<file path="src/rtl/dbus_lane_pkg.sv">
package dbus_lane_pkg;

    typedef enum logic [2:0] {
        ST_IDLE,
        ST_WR_PAT,
        ST_WR_DECOY,
        ST_RD_REQ,
        ST_RD_WAIT,
        ST_FINISH
    } tester_state_e;

endpackage

</file>
<file path="src/rtl/dbus_pattern_gen.sv">
module dbus_pattern_gen #(
    parameter int DATA_W = 64,
    parameter int IDX_W  = 4
) (
    input  logic [IDX_W-1:0]  idx_i,
    output logic [DATA_W-1:0] pattern_o
);
    localparam int HALF  = $clog2(DATA_W);
    localparam int NUM   = 2 * HALF;
    localparam int SEL_W = (HALF > 1) ? $clog2(HALF) : 1;

    logic             invert;
    logic [SEL_W-1:0] sel;

    // Words NUM/2..NUM-1 mirror the first half and are inverted
    always_comb begin
        if (int'(idx_i) < HALF) begin
            invert = 1'b0;
            sel    = SEL_W'(idx_i);
        end else begin
            invert = 1'b1;
            sel    = SEL_W'(NUM - 1 - int'(idx_i));
        end
    end

    for (genvar g = 0; g < DATA_W; g++) begin : g_lane
        localparam logic [HALF-1:0] LANE_CODE = HALF'(g);
        assign pattern_o[g] = LANE_CODE[sel] ^ invert;
    end

    // every generated word drives exactly half of the lines high
    always_comb begin
        if (int'(idx_i) < NUM)
            assert_balanced_word_R3: assert ($countones(pattern_o) == DATA_W / 2);
    end
endmodule

</file>
<file path="src/rtl/dbus_fail_capture.sv">
module dbus_fail_capture #(
    parameter int DATA_W = 64,
    parameter int ADDR_W = 16
) (
    input  logic              clk,
    input  logic              rst_n,
    input  logic              clear_i,
    input  logic              cmp_i,
    input  logic [ADDR_W-1:0] addr_i,
    input  logic [DATA_W-1:0] exp_i,
    input  logic [DATA_W-1:0] obs_i,
    output logic              fail_o,
    output logic [ADDR_W-1:0] err_addr_o,
    output logic [DATA_W-1:0] err_exp_o,
    output logic [DATA_W-1:0] err_obs_o
);
    logic mismatch;
    assign mismatch = cmp_i && (exp_i != obs_i);

    always_ff @(posedge clk or negedge rst_n) begin
        if (!rst_n) begin
            fail_o     <= 1'b0;
            err_addr_o <= '0;
            err_exp_o  <= '0;
            err_obs_o  <= '0;
        end else if (clear_i) begin
            fail_o     <= 1'b0;
            err_addr_o <= '0;
            err_exp_o  <= '0;
            err_obs_o  <= '0;
        end else if (mismatch && !fail_o) begin
            fail_o     <= 1'b1;
            err_addr_o <= addr_i;
            err_exp_o  <= exp_i;
            err_obs_o  <= obs_i;
        end
    end

    assert_fail_sticky_R7: assert property (@(posedge clk) disable iff (!rst_n)
        fail_o && !clear_i |=> fail_o);

    assert_first_err_held_R8: assert property (@(posedge clk) disable iff (!rst_n)
        fail_o && !clear_i |=> $stable(err_addr_o) && $stable(err_exp_o) && $stable(err_obs_o));

    assert_mismatch_sets_fail_R7: assert property (@(posedge clk) disable iff (!rst_n)
        mismatch && !clear_i |=> fail_o);
endmodule

</file>
<file path="src/rtl/dbus_lane_tester.sv">
module dbus_lane_tester #(
    parameter int              DATA_W = 64,
    parameter int              ADDR_W = 16,
    parameter logic [DATA_W-1:0] DECOY = 64'h0123_4567_89AB_CDEF
) (
    input  logic              clk,
    input  logic              rst_n,
    input  logic              start_i,
    input  logic [ADDR_W-1:0] base_addr_i,
    output logic              mem_req_o,
    output logic              mem_we_o,
    output logic [ADDR_W-1:0] mem_addr_o,
    output logic [DATA_W-1:0] mem_wdata_o,
    input  logic              mem_ack_i,
    input  logic [DATA_W-1:0] mem_rdata_i,
    input  logic              mem_rvalid_i,
    output logic              busy_o,
    output logic              done_o,
    output logic              fail_o,
    output logic [ADDR_W-1:0] err_addr_o,
    output logic [DATA_W-1:0] err_exp_o,
    output logic [DATA_W-1:0] err_obs_o
);
    import dbus_lane_pkg::*;

    localparam int NUM_WORDS = 2 * $clog2(DATA_W);
    localparam int IDX_W     = $clog2(NUM_WORDS);
    localparam logic [IDX_W-1:0] LAST_IDX = IDX_W'(NUM_WORDS - 1);

    tester_state_e     state_q, state_d;
    logic [IDX_W-1:0]  idx_q;
    logic [ADDR_W-1:0] base_q;
    logic [DATA_W-1:0] pattern;
    logic              start_acc;
    logic              cmp_strobe;
    logic [ADDR_W-1:0] decoy_addr;

    assign start_acc  = (state_q == ST_IDLE) && start_i;
    assign cmp_strobe = (state_q == ST_RD_WAIT) && mem_rvalid_i;
    assign decoy_addr = base_q + ADDR_W'(1);

    dbus_pattern_gen #(.DATA_W(DATA_W), .IDX_W(IDX_W)) pat_gen_i (
        .idx_i     (idx_q),
        .pattern_o (pattern)
    );

    dbus_fail_capture #(.DATA_W(DATA_W), .ADDR_W(ADDR_W)) capture_i (
        .clk        (clk),
        .rst_n      (rst_n),
        .clear_i    (start_acc),
        .cmp_i      (cmp_strobe),
        .addr_i     (base_q),
        .exp_i      (pattern),
        .obs_i      (mem_rdata_i),
        .fail_o     (fail_o),
        .err_addr_o (err_addr_o),
        .err_exp_o  (err_exp_o),
        .err_obs_o  (err_obs_o)
    );

    // State register, word index and latched base
    always_ff @(posedge clk or negedge rst_n) begin
        if (!rst_n) begin
            state_q <= ST_IDLE;
            idx_q   <= '0;
            base_q  <= '0;
        end else begin
            state_q <= state_d;
            if (start_acc) begin
                idx_q  <= '0;
                base_q <= base_addr_i;
            end else if (cmp_strobe && idx_q != LAST_IDX) begin
                idx_q <= idx_q + IDX_W'(1);
            end
        end
    end

    // Next state
    always_comb begin
        state_d = state_q;
        unique case (state_q)
            ST_IDLE:     if (start_i)      state_d = ST_WR_PAT;
            ST_WR_PAT:   if (mem_ack_i)    state_d = ST_WR_DECOY;
            ST_WR_DECOY: if (mem_ack_i)    state_d = ST_RD_REQ;
            ST_RD_REQ:   if (mem_ack_i)    state_d = ST_RD_WAIT;
            ST_RD_WAIT:  if (mem_rvalid_i) state_d = (idx_q == LAST_IDX) ? ST_FINISH : ST_WR_PAT;
            ST_FINISH:                     state_d = ST_IDLE;
            default:                       state_d = ST_IDLE;
        endcase
    end

    // Outputs
    always_comb begin
        mem_req_o   = 1'b0;
        mem_we_o    = 1'b0;
        mem_addr_o  = base_q;
        mem_wdata_o = '0;
        busy_o      = 1'b1;
        done_o      = 1'b0;
        unique case (state_q)
            ST_IDLE:     busy_o = 1'b0;
            ST_WR_PAT: begin
                mem_req_o   = 1'b1;
                mem_we_o    = 1'b1;
                mem_wdata_o = pattern;
            end
            ST_WR_DECOY: begin
                mem_req_o   = 1'b1;
                mem_we_o    = 1'b1;
                mem_addr_o  = decoy_addr;
                mem_wdata_o = DECOY;
            end
            ST_RD_REQ:   mem_req_o = 1'b1;
            ST_RD_WAIT:  ;
            ST_FINISH:   done_o = 1'b1;
            default:     busy_o = 1'b0;
        endcase
    end

    assert_req_hold_R5: assert property (@(posedge clk) disable iff (!rst_n)
        mem_req_o && !mem_ack_i |=> mem_req_o && $stable(mem_we_o)
                                     && $stable(mem_addr_o) && $stable(mem_wdata_o));

    assert_read_after_decoy_R4: assert property (@(posedge clk) disable iff (!rst_n)
        (mem_req_o && !mem_we_o && !$past(mem_req_o && !mem_we_o))
        |-> $past(mem_req_o && mem_we_o && mem_ack_i && mem_wdata_o == DECOY
                  && mem_addr_o == decoy_addr));

    assert_done_pulse_R6: assert property (@(posedge clk) disable iff (!rst_n)
        done_o |=> !done_o && !busy_o);

    assert_busy_until_done_R10: assert property (@(posedge clk) disable iff (!rst_n)
        busy_o && !done_o |=> busy_o);

    assert_start_ignored_R2: assert property (@(posedge clk) disable iff (!rst_n)
        busy_o && start_i |=> $stable(base_q));
endmodule

</file>
<file path="config.mk">
export PLATFORM = sky130hd
export DESIGN_NAME = dbus_lane_tester
export DESIGN_NICKNAME = d
export VERILOG_FILES = /design/src/rtl/dbus_lane_pkg.sv /design/src/rtl/dbus_pattern_gen.sv /design/src/rtl/dbus_fail_capture.sv /design/src/rtl/dbus_lane_tester.sv
export SDC_FILE = /design/constraint.sdc
export NUM_CORES = 1
export LEC_CHECK = 0
export ABC_AREA = 1
export CAP_MARGIN = 20
export CORE_UTILIZATION = 47
export DETAILED_ROUTE_END_ITERATION = 8
export PLACE_DENSITY = 0.84
export REMOVE_ABC_BUFFERS = 1
export SYNTH_ARGS = -nofsm -noshare
export SYNTH_HDL_FRONTEND = slang
export SYNTH_SLANG_ARGS = --single-unit
</file>
<file path="constraint.sdc">
create_clock -name clk -period 4.8 [get_ports clk]
set_input_delay 0.72 -clock clk [delete_from_list [all_inputs] [get_ports clk]]
set_output_delay 0.72 -clock clk [all_outputs]
set_load 0.02 [all_outputs]
</file>
==> impl_metrics.ini <==
[outcome]
status = finished, final reports clean

[sta]
finalSetupTns_ns = 0
relSlewSlack_pct = 41.87
finClkSkew_ns = 0.01373
finalCritPeriodShare_pct = 85.80
rsz0062_at_grt = false
holdWs_ns = 0.3293
worst_pin_slew_ns = 0.8699
fmax_mhz = 242.8
hold_viol = 0
layout_min_cycle_time_ns = 4.118
setup_viol = 0
slew_viol_final = 0

[worst_setup_path]
worst-path-buf-inv = 4
crit_top_cell = nor2_1
end_kind = output port
slowest_stage = clkdlybuf4s50_1
crit_chain = inv_1 -> nor2_1 -> inv_1 -> nor2_1 -> inv_1 -> nor2_1 -> nand3_1 -> nand3b_1 -> nand3b_1 -> nor2_1 -> nand3_1 -> xnor2_1 -> clkdlybuf4s50_1
cp_top_family = simple AND/OR/NAND/NOR gates
cp.arrival_ns = 3.40
crit_type = flip-flop to output port
critPathMaxStageDelay_ns = 0.62
critPathRequiredTime_ns = 4.08
start_kind = flip-flop
path_max_fanout = 5

[cts]
cts_inserted_buffers = 17
cts_resized = 0
cts_root_buf = clkbuf_16
cts_tree = built
cts_buffer_depth = 2
postCtsSetupRepairBufs = 0
cts_hold_buf = 0
htreeDepth = 4
clock_sinks = 168
path_clk_slew_ns = 0.07
clk_latency_ns = 0.43

[synthesis]
syn_area_per_cell_sq_um = 7.250
synth-edff-count = 0
ys_seq_area_share_pct = 45.84
synth_top_flop_cell = dfrtp_1
async_flop_share_pct = 100.0
synth.distinct_cells = 33
synth_seq_cells = 168
synth_area_sq_um = 9171
yosysWarnings = 0
synthCells = 1265

[route]
drtIter0Drc = 902
wl_per_cell_um = 17.20
drcViolationCount = 0
detail-route-antenna-nets = 0
drtPass1Iterations = 5
viasPerCell = 5.548
wl_mm = 30.95
vias = 9986

[power]
p_total_uw = 8057
p_leak_uw = 0.006564
peakVddDrop_v = 0.0005125
powerDensity_nw_per_um2 = 621.7

[placement]
port_buffers = 313
hpwl_mm = 21.20
place_inst = 1767
routabilityCongestion = 0.9354

[global_route]
grt_pass1_vias = 9479
grt_pass1_wl_mm = 49.13
grt_overflow = 0
antenna_found_initial = 0
grt.total_usage_pct = 30.98
grt_max_degree = 145

[job]
maxCapViolCount = 0

[final_layout]
synthToLayoutAreaGrowth_pct = 41.30
final_util_pct = 68.59
fillCellCount = 1576
drive_above_1_share_pct = 3.701
final_cell_mix = nand2_1, nand3_1, clkdlybuf4s50_1
nets = 1614
antenna_cells = 0
fin_cells = 1800
layout_commonest_cell = nand2_1

[die]
core.rowCount = 50
core_sq_um = 18890
start_util_pct = 48.54
pin_count = 314
dieArea_sq_um = 20080
die_w_um = 141.7
die_y_um = 141.7

[worst_hold_path]
hp-class = primary input to asynchronous set/reset pin
[layer usage]
layer  track usage (%)  part of all wire (%)  up-vias
met5                 0                     0        -
met4             13.81                   3.5        0
met3             6.311                   8.7       82
met2             50.06                    48      534
met1             40.23                    40     4728
li1                  -                     -     4642
[cell type report]
class	count	area, sq um	area share, %
inverters	90	337.8	2.607
clock inverters	12	115.1	0.8883
repair buffers	324	3267	25.21
flip-flops and latches	168	4204	32.44
well taps	260	325.3	2.510
multi-input cells	926	4263	32.90
clock buffers	20	446.7	3.447
[state kept, by name, summed over array words and instances (netlist names)]
register / count
capture_i.fail_o: 1
capture_i.err_obs_o: 64
base_q: 16
state_q: 3
capture_i.err_addr_o: 16
idx_q: 4
capture_i.err_exp_o: 64
[per-stage QoR]
step                      setup WS, ns  instance area, sq um
after detailed placement        0.9661                 12380
after global placement           1.072                 12380
after global routing            0.3038                 12960
after CTS                       0.6732                 12940
final                           0.6817                 12960
after floorplan                 -3.039                  8785
[Yosys cell counts, types with 2 or more instances]
cell type	number	area, sq um
clkbuf_1	41	153.9
o21ai_0	46	230.2
buf_4	3	22.52
nor3_1	7	35.03
o31ai_1	2	15.01
nand3b_1	13	97.59
nand2_2	3	18.77
inv_2	5	18.77
xnor2_1	10	87.58
nand3_1	332	1662
buf_1	10	37.54
dfrtp_1	168	4204
xor2_1	13	113.9
o211ai_1	4	30.03
nand2_1	385	1445
buf_6	6	67.56
clkinv_1	3	11.26
inv_1	82	307.8
o22ai_1	3	18.77
buf_2	21	105.1
nor2_1	83	311.6
a21oi_1	8	40.04
ha_1	2	25.02
nand4_1	6	37.54
[final timing paths]
path                                          from                 endpoint  slack (ns)  depth (start not counted)
max in group asynchronous                    rst_n  capture_i.err_obs_o[24]        3.30                          2
max                                     state_q[1]           mem_addr_o[15]        0.68                         13
max reg2reg                               idx_q[0]  capture_i.err_exp_o[55]        0.77                         17
min                                          rst_n  capture_i.err_exp_o[19]        0.33                          1
min reg2reg                capture_i.err_exp_o[14]  capture_i.err_exp_o[14]        0.50                          2
min in group clk           capture_i.err_exp_o[14]  capture_i.err_exp_o[14]        0.50                          2
[power breakdown]
| group | leakage (uW) | total [uW] | internal [uW] | switching (uW) |
|---|---|---|---|---|
| combinational | 0.00402 | 4440 | 1880 | 2550 |
| clock | 0.000256 | 1330 | 734 | 601 |
| sequential | 0.00229 | 2280 | 1910 | 372 |
| total | 0.00656 | 8060 | 4530 | 3530 |
[logic make-up (layout without fill, tap and decap cells)]
kind of cell	after synthesis	in the layout	synth area share, %
and+or+nand+nor	834	834	39.84
buffers and inverters	171	446	7.899
DFF	168	168	45.84
AOI/OAI and AO/OA	67	67	3.956
xor gates and xnor gates	23	23	2.196
adders and majority gates	2	2	0.2728
(Power assumes the default switching activity.)
